## config.mk

```make
export PLATFORM = sky130hd
export DESIGN_NAME = i2c_txn_seq
export DESIGN_NICKNAME = d
export VERILOG_FILES = /design/src/rtl/i2c_txn_pkg.sv /design/src/rtl/i2c_txn_addr_path.sv /design/src/rtl/i2c_txn_eng_map.sv /design/src/rtl/i2c_txn_seq.sv
export SDC_FILE = /design/constraint.sdc
export NUM_CORES = 1
export LEC_CHECK = 0
export CAP_MARGIN = 20
export CORE_MARGIN = 4
export CORE_UTILIZATION = 34
export CTS_CLUSTER_DIAMETER = 60
export DETAILED_ROUTE_END_ITERATION = 8
export PLACE_DENSITY = 0.59
export SYNTH_ARGS = -nofsm -noshare
export SYNTH_HDL_FRONTEND = slang
export SYNTH_SLANG_ARGS = --single-unit
```

## constraint.sdc

```tcl
create_clock -name clk -period 2.5 [get_ports clk]
set_input_delay 0.25 -clock clk [delete_from_list [all_inputs] [get_ports clk]]
set_output_delay 0.25 -clock clk [all_outputs]
set_load 0.03 [all_outputs]
```

## src/rtl/i2c_txn_pkg.sv

```systemverilog
package i2c_txn_pkg;

    typedef enum logic [1:0] {
        ENG_START = 2'd0,
        ENG_STOP  = 2'd1,
        ENG_WRITE = 2'd2,
        ENG_READ  = 2'd3
    } eng_op_e;

    typedef enum logic [1:0] {
        TXN_WRITE = 2'd0,
        TXN_READ  = 2'd1,
        TXN_PROBE = 2'd2,
        TXN_ALT   = 2'd3
    } txn_op_e;

    typedef enum logic [1:0] {
        STS_OK        = 2'd0,
        STS_NODEV     = 2'd1,
        STS_ADDR_NACK = 2'd2,
        STS_DATA_FAIL = 2'd3
    } sts_e;

    typedef enum logic [3:0] {
        PH_IDLE, PH_START1, PH_CHIPW, PH_ADDR, PH_WDATA, PH_MIDSTOP,
        PH_START2, PH_CHIPR, PH_RDATA, PH_RPUSH, PH_STOP
    } phase_e;

endpackage

```

## src/rtl/i2c_txn_addr_path.sv

```systemverilog
module i2c_txn_addr_path #(
    parameter int          MAX_ALEN = 4,
    parameter int          ALEN_W   = 3,
    parameter logic [6:0]  OVF_MASK = 7'h07,
    localparam int         ADDR_W   = MAX_ALEN * 8
) (
    input  logic [6:0]        chip,
    input  logic [ADDR_W-1:0] addr,
    input  logic [ALEN_W-1:0] alen,
    input  logic [ALEN_W-1:0] idx,
    output logic [6:0]        chip_eff,
    output logic [7:0]        addr_byte
);
    localparam int EXT_W = ADDR_W + 8;

    logic [7:0]       lane [MAX_ALEN];
    logic [EXT_W-1:0] above;

    for (genvar g = 0; g < MAX_ALEN; g++) begin : g_lane
        assign lane[g] = addr[g*8 +: 8];
    end

    // bits above the transmitted address bytes (zero once alen covers all)
    assign above    = {8'h00, addr} >> {alen, 3'b000};
    assign chip_eff = chip | (above[6:0] & OVF_MASK);

    always_comb begin
        addr_byte = 8'h00;
        for (int k = 0; k < MAX_ALEN; k++) begin
            if (idx == ALEN_W'(k)) addr_byte = lane[k];
        end
    end
endmodule

```

## src/rtl/i2c_txn_eng_map.sv

```systemverilog
module i2c_txn_eng_map
    import i2c_txn_pkg::*;
(
    input  phase_e     phase,
    input  logic       waiting,
    input  logic       have_byte,
    input  logic       last,
    input  logic [6:0] chip_eff,
    input  logic [7:0] addr_byte,
    input  logic [7:0] pay_byte,
    output logic       eng_valid,
    output eng_op_e    eng_op,
    output logic [7:0] eng_byte,
    output logic       eng_ack
);
    always_comb begin
        eng_valid = 1'b0;
        eng_op    = ENG_START;
        eng_byte  = 8'h00;
        eng_ack   = 1'b0;
        unique case (phase)
            PH_START1, PH_START2: begin
                eng_valid = !waiting;
                eng_op    = ENG_START;
            end
            PH_MIDSTOP, PH_STOP: begin
                eng_valid = !waiting;
                eng_op    = ENG_STOP;
            end
            PH_CHIPW: begin
                eng_valid = !waiting;
                eng_op    = ENG_WRITE;
                eng_byte  = {chip_eff, 1'b0};
            end
            PH_CHIPR: begin
                eng_valid = !waiting;
                eng_op    = ENG_WRITE;
                eng_byte  = {chip_eff, 1'b1};
            end
            PH_ADDR: begin
                eng_valid = !waiting;
                eng_op    = ENG_WRITE;
                eng_byte  = addr_byte;
            end
            PH_WDATA: begin
                eng_valid = !waiting && have_byte;
                eng_op    = ENG_WRITE;
                eng_byte  = pay_byte;
            end
            PH_RDATA: begin
                eng_valid = !waiting;
                eng_op    = ENG_READ;
                eng_ack   = last;
            end
            default: ;
        endcase
    end
endmodule

```

## src/rtl/i2c_txn_seq.sv

```systemverilog
module i2c_txn_seq
    import i2c_txn_pkg::*;
#(
    parameter int         MAX_ALEN = 4,
    parameter int         LEN_W    = 8,
    parameter logic [6:0] OVF_MASK = 7'h07,
    localparam int        ADDR_W   = MAX_ALEN * 8,
    localparam int        ALEN_W   = $clog2(MAX_ALEN + 1)
) (
    input  logic              clk,
    input  logic              rst_n,
    input  logic              cmd_valid,
    input  logic [1:0]        cmd_op,
    input  logic [6:0]        cmd_chip,
    input  logic [ADDR_W-1:0] cmd_addr,
    input  logic [ALEN_W-1:0] cmd_alen,
    input  logic [LEN_W-1:0]  cmd_len,
    input  logic              wr_valid,
    output logic              wr_ready,
    input  logic [7:0]        wr_data,
    output logic              rd_valid,
    input  logic              rd_ready,
    output logic [7:0]        rd_data,
    output logic              eng_valid,
    input  logic              eng_ready,
    output logic [1:0]        eng_op,
    output logic [7:0]        eng_byte,
    output logic              eng_ack,
    input  logic              eng_done,
    input  logic              eng_nack,
    input  logic [7:0]        eng_rdata,
    output logic              busy,
    output logic              done,
    output logic [1:0]        status,
    output logic [LEN_W-1:0]  fail_cnt
);
    typedef struct packed {
        phase_e            phase;
        logic              waiting;
        txn_op_e           op;
        logic [6:0]        chip;
        logic [ADDR_W-1:0] addr;
        logic [ALEN_W-1:0] alen;
        logic [ALEN_W-1:0] idx;
        logic [LEN_W-1:0]  cnt;
        logic [LEN_W-1:0]  fail;
        logic [7:0]        pay;
        logic              have_byte;
        logic [7:0]        rbyte;
        sts_e              sts;
        logic              done;
    } seq_state_t;

    seq_state_t q, d;
    logic [6:0] chip_eff;
    logic [7:0] addr_byte;
    logic       last;
    eng_op_e    eng_op_w;
    phase_e     after_addr;

    i2c_txn_addr_path #(
        .MAX_ALEN (MAX_ALEN),
        .ALEN_W   (ALEN_W),
        .OVF_MASK (OVF_MASK)
    ) u_addr (
        .chip      (q.chip),
        .addr      (q.addr),
        .alen      (q.alen),
        .idx       (q.idx),
        .chip_eff  (chip_eff),
        .addr_byte (addr_byte)
    );

    assign last = (q.cnt == LEN_W'(1));

    i2c_txn_eng_map u_map (
        .phase     (q.phase),
        .waiting   (q.waiting),
        .have_byte (q.have_byte),
        .last      (last),
        .chip_eff  (chip_eff),
        .addr_byte (addr_byte),
        .pay_byte  (q.pay),
        .eng_valid (eng_valid),
        .eng_op    (eng_op_w),
        .eng_byte  (eng_byte),
        .eng_ack   (eng_ack)
    );

    assign eng_op   = eng_op_w;
    assign wr_ready = (q.phase == PH_WDATA) && !q.have_byte && !q.waiting;
    assign rd_valid = (q.phase == PH_RPUSH);
    assign rd_data  = q.rbyte;
    assign busy     = (q.phase != PH_IDLE);
    assign done     = q.done;
    assign status   = q.sts;
    assign fail_cnt = q.fail;

    // where the flow goes once the memory address is out
    assign after_addr = (q.op == TXN_READ)     ? PH_MIDSTOP :
                        (q.cnt == '0)          ? PH_STOP    : PH_WDATA;

    always_comb begin
        d      = q;
        d.done = 1'b0;

        unique case (q.phase)
            PH_IDLE: if (cmd_valid) begin
                d.phase     = PH_START1;
                d.op        = (cmd_op == 2'd3) ? TXN_PROBE : txn_op_e'(cmd_op);
                d.chip      = cmd_chip;
                d.addr      = cmd_addr;
                d.alen      = cmd_alen;
                d.cnt       = cmd_len;
                d.fail      = '0;
                d.sts       = STS_OK;
                d.have_byte = 1'b0;
                d.waiting   = 1'b0;
            end
            PH_RPUSH: if (rd_ready) begin
                if (last) d.phase = PH_STOP;
                else begin
                    d.cnt   = q.cnt - LEN_W'(1);
                    d.phase = PH_RDATA;
                end
            end
            default: ;
        endcase

        if (wr_valid && wr_ready) begin
            d.pay       = wr_data;
            d.have_byte = 1'b1;
        end

        if (eng_valid && eng_ready) d.waiting = 1'b1;

        if (q.waiting && eng_done) begin
            d.waiting = 1'b0;
            unique case (q.phase)
                PH_START1:
                    d.phase = (q.op == TXN_READ && q.alen == '0) ? PH_CHIPR : PH_CHIPW;
                PH_CHIPW:
                    if (eng_nack) begin
                        d.sts   = STS_NODEV;
                        d.phase = PH_STOP;
                    end else if (q.op == TXN_PROBE) d.phase = PH_STOP;
                    else if (q.alen != '0) begin
                        d.idx   = q.alen - ALEN_W'(1);
                        d.phase = PH_ADDR;
                    end else d.phase = after_addr;
                PH_ADDR:
                    if (eng_nack) begin
                        d.sts   = STS_ADDR_NACK;
                        d.phase = PH_STOP;
                    end else if (q.idx == '0) d.phase = after_addr;
                    else d.idx = q.idx - ALEN_W'(1);
                PH_WDATA: begin
                    d.have_byte = 1'b0;
                    d.fail      = q.fail + LEN_W'(eng_nack);
                    if (last) d.phase = PH_STOP;
                    else d.cnt = q.cnt - LEN_W'(1);
                end
                PH_MIDSTOP: d.phase = PH_START2;
                PH_START2:  d.phase = PH_CHIPR;
                PH_CHIPR:   d.phase = (q.cnt == '0) ? PH_STOP : PH_RDATA;
                PH_RDATA: begin
                    d.rbyte = eng_rdata;
                    d.phase = PH_RPUSH;
                end
                PH_STOP: begin
                    d.phase = PH_IDLE;
                    d.done  = 1'b1;
                    if (q.sts == STS_OK && q.fail != '0) d.sts = STS_DATA_FAIL;
                end
                default: ;
            endcase
        end
    end

    always_ff @(posedge clk) begin
        if (!rst_n) q <= '0;
        else        q <= d;
    end

    // an offered engine step is frozen until accepted
    p_eng_hold_r12: assert property (@(posedge clk) disable iff (!rst_n)
        eng_valid && !eng_ready |=> eng_valid && $stable(eng_op) && $stable(eng_byte) && $stable(eng_ack));

    // a pending read byte is held until taken
    p_rd_hold_r6: assert property (@(posedge clk) disable iff (!rst_n)
        rd_valid && !rd_ready |=> rd_valid && $stable(rd_data));

    // work begins only from an offered command
    p_busy_from_cmd_r10: assert property (@(posedge clk) disable iff (!rst_n)
        $rose(busy) |-> $past(cmd_valid));

    // completion pulse only once idle again
    p_done_idle_r10: assert property (@(posedge clk) disable iff (!rst_n)
        done |-> !busy);

    // refusals always reported through the status code
    p_fail_status_r3: assert property (@(posedge clk) disable iff (!rst_n)
        done && fail_cnt != '0 |-> status == STS_DATA_FAIL);

    // a missing device never carries a payload refusal count
    p_nodev_clean_r2: assert property (@(posedge clk) disable iff (!rst_n)
        done && status == STS_NODEV |-> fail_cnt == '0);

endmodule

```

# After elaboration in Yosys (flattened, before gate mapping)
# Cells that the tools add are included.
classes:
  n_div: 0
  shift: 1
  order_cmp: 0
  addsub: 4
  eq_ne: 22
  mux: 54
  multipliers: 0
  reduce_logical: 30
  n_bitwise: 2
ops:
  columns: ["cell", "count"]
  rows:
  - ["$mux W8", 9]
  - ["$mux W49", 1]
  - ["$mux W16", 3]
  - ["$mux W45", 1]
  - ["$mux W4", 9]
  - ["$pmux W4 S9", 1]
  - ["$pmux W8 S4", 1]
  - ["$shr A32 B6 Y3", 1]
  - ["$mux W3", 6]
  - ["$eq A4 B3 Y1 const B", 4]
  - ["$mux W2", 8]
  - ["$pmux W8 S2", 1]
  - ["$eq A4 B4 Y1 const B", 3]
  - ["$mux W12", 1]
  - ["$pmux W2 S3", 2]
  - ["$ne A2 B2 Y1 const B", 5]
  - ["$add A8 B1 Y8", 1]
  - ["$eq A4 B2 Y1 const B", 2]
  - ["$eq A8 B1 Y1 const B", 1]
  - ["$logic_and A1 B1 Y1", 8]
  - ["$logic_not A8 Y1", 1]
  - ["$pmux W4 S2", 1]
  - ["$reduce_and A2 Y1", 4]
  - ["$reduce_bool A8 Y1", 1]
  - ["24 further kinds", 38]
totals:
  register_bits: 88
  out_inout_bits: 34
  mem_bits_ro: 0
  latch_bits: 0
  mem_bits_rw: 0
  memories: 0

# Depth between registers and ports, before layout
logic_depth:
  word_depth: 8
  depth_mapped: 8

# Modules after synthesis
# A second synthesis with hierarchy kept.
hier_totals:
  cells_unflattened: 594
  area_unflattened_um2: 5083.6
by_module_without_submodules:
  columns: ["mod", "area_per_inst_um2", "instances", "cells_per_inst"]
  rows:
  - ["i2c_txn_seq", 4367.9, 1, 519]
  - ["i2c_txn_addr_path", 391.6, 1, 37]
  - ["i2c_txn_eng_map", 324.1, 1, 38]

# Worst setup path before layout
# Ideal clock, no wire load.
synth_path:
  path_kind: "register -> register"
  start: "register q[87] in the netlist's numbering"
  end: "register q[11] in the netlist's numbering"
  synth_period_minus_slack_ns: 2.308
  path_stages_with_launch: 6
  required_time_ns: 2.414
  setup_slack_ns: 0.192
  path_buffers: 1
  arrival_ns: 2.222
  setup_ns: 0.086
  path_cell_list: "dfxtp_1 > clkbuf_1 > nor4b_2 > nor3b_2 > nand2_2 > a211oi_1"
synth_between:
  elab_chain_len: 7
  word_cells_on_any_way: 9
  cone_classes: "eq/ne: 1; mux: 4; reduce/logical: 4"
synth_lines:
  columns: ["item", "line", "source"]
  rows:
  - ["from (decl)", "i2c_txn_seq.sv:54", "seq_state_t q, d;"]
  - ["from (signal assigned)", "i2c_txn_seq.sv:181", "if (!rst_n) q <= '0;"]
  - ["from (signal assigned)", "i2c_txn_seq.sv:182", "else q <= d;"]
  - ["$eq A4 B3 Y1 (*)", "i2c_txn_seq.sv:91", "assign wr_ready = (q.phase == PH_WDATA) && !q.have_byte && !q.waiting;"]
  - ["$logic_and A1 B1 Y1 (*) (2 in a row)", "i2c_txn_seq.sv:91", null]
  - ["net wr_ready", "i2c_txn_seq.sv:19", "output logic wr_ready,"]
  - ["$logic_and A1 B1 Y1 (*)", "i2c_txn_seq.sv:130", "if (wr_valid && wr_ready) begin"]
  - ["$mux W1 (*)", "i2c_txn_seq.sv:130", null]
  - ["$mux W1", "i2c_txn_seq.sv:139", "unique case (q.phase)"]
  - ["$mux W12 (*)", "i2c_txn_seq.sv:137", "if (q.waiting && eng_done) begin"]
# The timed path passes the listed nets; every way through them passes the cells marked *.
# A chain may end at the register's enable or synchronous reset.

# Final worst setup path
layout_path:
  start: "register q[85] in the netlist's numbering"
  end: "output eng_byte[2]"
layout_between:
  elab_chain_len: 2
  word_cells_on_any_way: 5
  cone_classes: "eq/ne: 4; mux: 1"
layout_lines:
  columns: ["item", "line", "source"]
  rows:
  - ["$eq A4 B3 Y1 / $eq A4 B2 Y1 (equally long branches)", "i2c_txn_eng_map.sv:21", "unique case (phase)"]
  - ["$pmux W8 S4 (*)", "i2c_txn_eng_map.sv:21", null]
  - ["to (decl)", "i2c_txn_seq.sv:27", "output logic [7:0] eng_byte,"]
# Mark *: on every way between the ends. The rest lies on a longest branch, timed or not.

==> qor.txt <==
Hold_buf cts: 0
Worst vdd ir: 0.360 mV
Clock sink count: 88
Met3 wire len: 632 µm
DR top layer: met4
Comb pwr share: 15.9%
IO Count: 110
Critical path launch point type: register
# nets final: 785
Final Cycle Share: 94.7%
Vias in the first global route: 4,503
Post-CTS Setup Bufs: 0
Cell-internal power: 2510 µW
Share of layout cells above drive strength 1: 9.56%
Total GRT Usage: 17.8%
Total Wirelength: 14,000 µm
Clock period minus final worst setup slack: 2.37 ns
Max Clk Rate: 0.423 GHz
Reg clk slew, reported paths: 0.06 ns
Final setup vio count: 0
Wire length on met2: 6330 µm
Crit-path cells: buf_4 > nor4bb_2 > nand2b_1 > o211ai_1 > buf_4
Cells after synthesis: 612
Post-DP HPWL: 10,500 µm
CP Buf/Inv Count: 2
Most frequent cells in the layout: nand2_1 (129), clkdlybuf4s50_1 (98), dfxtp_1 (84), a21oi_1 (76), nor2_1 (48)
Number of H-tree levels: 3
Critical Path RT: 2.25 ns
TritonCTS clock tree: yes
Clk root buf: clkbuf_16
Worst setup path class: reg2out
Initial antenna violation count: 0
Final Skew: 0.00538 ns
Number of cells on the critical path: 5
Final slew viol count: 0
Simple logic cell fraction of the synthesized area: 24.8%
Rows: 42
Hold WS: 0.454 ns
Avg WL per Cell: 15.9 µm
Synth warn: 0
Ys async rst share: 0%
CP delay by family, top: simple AND/OR/NAND/NOR gates
Mapped Area: 0.00471 mm²
Clock network power share: 39.0%
CP peak stage delay: 0.43 ns
RSZ-0062 raised after global routing: yes
Max-Cap Viols: 0
First-pass GRT wire length: 23,200 µm
Mapped Nets: 700
RePlAce Congestion: 0.859
Die area: 0.0158 mm²
Fin cells: 877
Hold Path Class: reg2reg
Grt ovf: 0
Main combinational cell family by area after synthesis: simple AND/OR/NAND/NOR gates
Critical path's slowest cell: nor4bb_2
Die Span Y: 126 µm
Count of unique library cells instantiated by Yosys: 56
#FFs+latches synth: 88
Top FF cell, synth: dfxtp_1
Outcome: completed
Initial core utilization: 35.2%
ANT cells: 0
Sw frac: 26.0%
Post-synth EDFFs: 0
Die W: 126 µm
CTS Buffer Depth: 2
Sequential element share of the synthesized area: 37.4%
Post-synthesis xor/xnor area fraction: 1.11%
Synthesized area per cell: 7.70 µm²
Switch Pwr: 881 µW
Relative slew margins: 61.3%
Vias per Instance: 5.18
Compound-Gate Fraction of Synth Area: 19.7%
TritonCTS Buffers: 9
CP endpoint kind: output port
Placed insts: 862
Syn-to-layout area delta: 32.2%
Worst hold path stage count: 2
DR pass1 iterations: 6
Slew @ Worst Pin: 0.579 ns
Antenna viol nets, final: 0
IO Port Bufs: 109
Fin. Hold Viols: 0
Leakage: 0.00237 µW
Vias: 4,539
Most common cell after layout, fill and taps aside: nand2_1
Clk_lat worst skew: 0.34 ns
Post-synthesis mux area share: 6.40%
Pwr dens: 543 mW/mm²
Crit path DAT: 2.12 ns
DRT iter0 DRCs: 350
Largest net degree at the start of global routing: 53
R2R cell count: 5
Wire length on met1: 6800 µm
Crit-path max FO: 15
DR DRC count: 0
Synthesized-area fraction occupied by adder cells: 3.40%
CP most frequent cell: buf_4
Core box area: 0.0134 mm²
Share of power burned in registers: 45.1%
-- worst reg2reg max path, stage by stage (launching register included) --
cell and delay (ns):
dfxtp_2 0.41, or3b_4 0.46, or4_1 0.51, a221o_1 0.40, a21oi_1 0.14, o221a_2 0.19
-- cell families (layout without fill, tap and decap cells) --
logic type	count (synthesis)	count (layout)
XOR/XNOR	6	6
multiplexers	26	26
buffers and inverters	71	160
adder cells (fa/ha/maj)	13	13
AND/OR/NAND/NOR	253	253
flip-flops	88	88
AO/OA/AOI/OAI	155	155
-- repair_timing --
action | in CTS | in global routing
pin swaps | 0 | 0
setup endpoints to repair | 11 | 10
endpoints found under the hold margin | 0 | 0
gates resized for setup | 4 | 8
-- routing by layer --
layer / vias up / global-route usage [%]
met4: 0 / 6.25
met5: - / 0
li1: 2279 / -
met1: 2127 / 25.6
met2: 119 / 26.8
met3: 14 / 2.96
-- registers in the layout, summed over array words and instances (netlist names) --
signal / flops
status: 2
rd_data: 8
q: 69
fail_cnt: 8
done: 1
-- stage by stage --
step           utilization, %  worst slack, ns  power [µW]  setup TNS [ns]  instance area, µm²
6_report                 46.5            0.133        3390               0                6230
5_1_grt                  46.5          -0.0262        3540         -0.0262                6230
4_1_cts                  46.3           0.0164        3420               0                6200
3_5_place_dp             44.1            0.239        2090               0                5910
3_3_place_gp             44.1            0.309        2080               0                5910
2_1_floorplan               -            0.192        1840               0                4710
-- power by group through the flow --
stage,Combinational [µW],Clock (µW),Sequential (µW)
6_report,538,1320,1530
5_1_grt,598,1410,1540
4_1_cts,541,1360,1520
3_5_place_dp,538,0,1550
3_3_place_gp,534,0,1550
2_1_floorplan,313,0,1530
-- Yosys cell counts (12+ instances only) --
library cell	number	area share (%)
clkbuf_1	26	2.1
ha_1	12	3.2
mux2i_1	20	4.2
o21ai_0	27	2.9
nand2_1	129	10
inv_1	15	1.2
a21oi_1	76	8.1
buf_4	19	3.0
dfxtp_1	88	37
nor2_1	48	3.8
a22oi_1	14	2.2
nand3_1	19	2.0
-- path summary, 6_finish.rpt --
path	start	end	slack, ns
max	q[85]	eng_byte[2]	0.13
min	q[74]	q[74]	0.45
max reg2reg	q[87]	q[36]	0.33
min reg2reg	q[74]	q[74]	0.45
-- cell type report --
| cell class | count | area [µm²] |
|---|---|---|
| fill | 1366 | 7170 |
| multi-input combinational | 453 | 2640 |
| sequential | 88 | 1770 |
| timing repair buffer | 129 | 1260 |
| clock buffer | 10 | 229 |
| tap | 176 | 220 |
| inverter | 16 | 60.1 |
| clock inverter | 5 | 56.3 |
(Power assumes the default switching activity.)
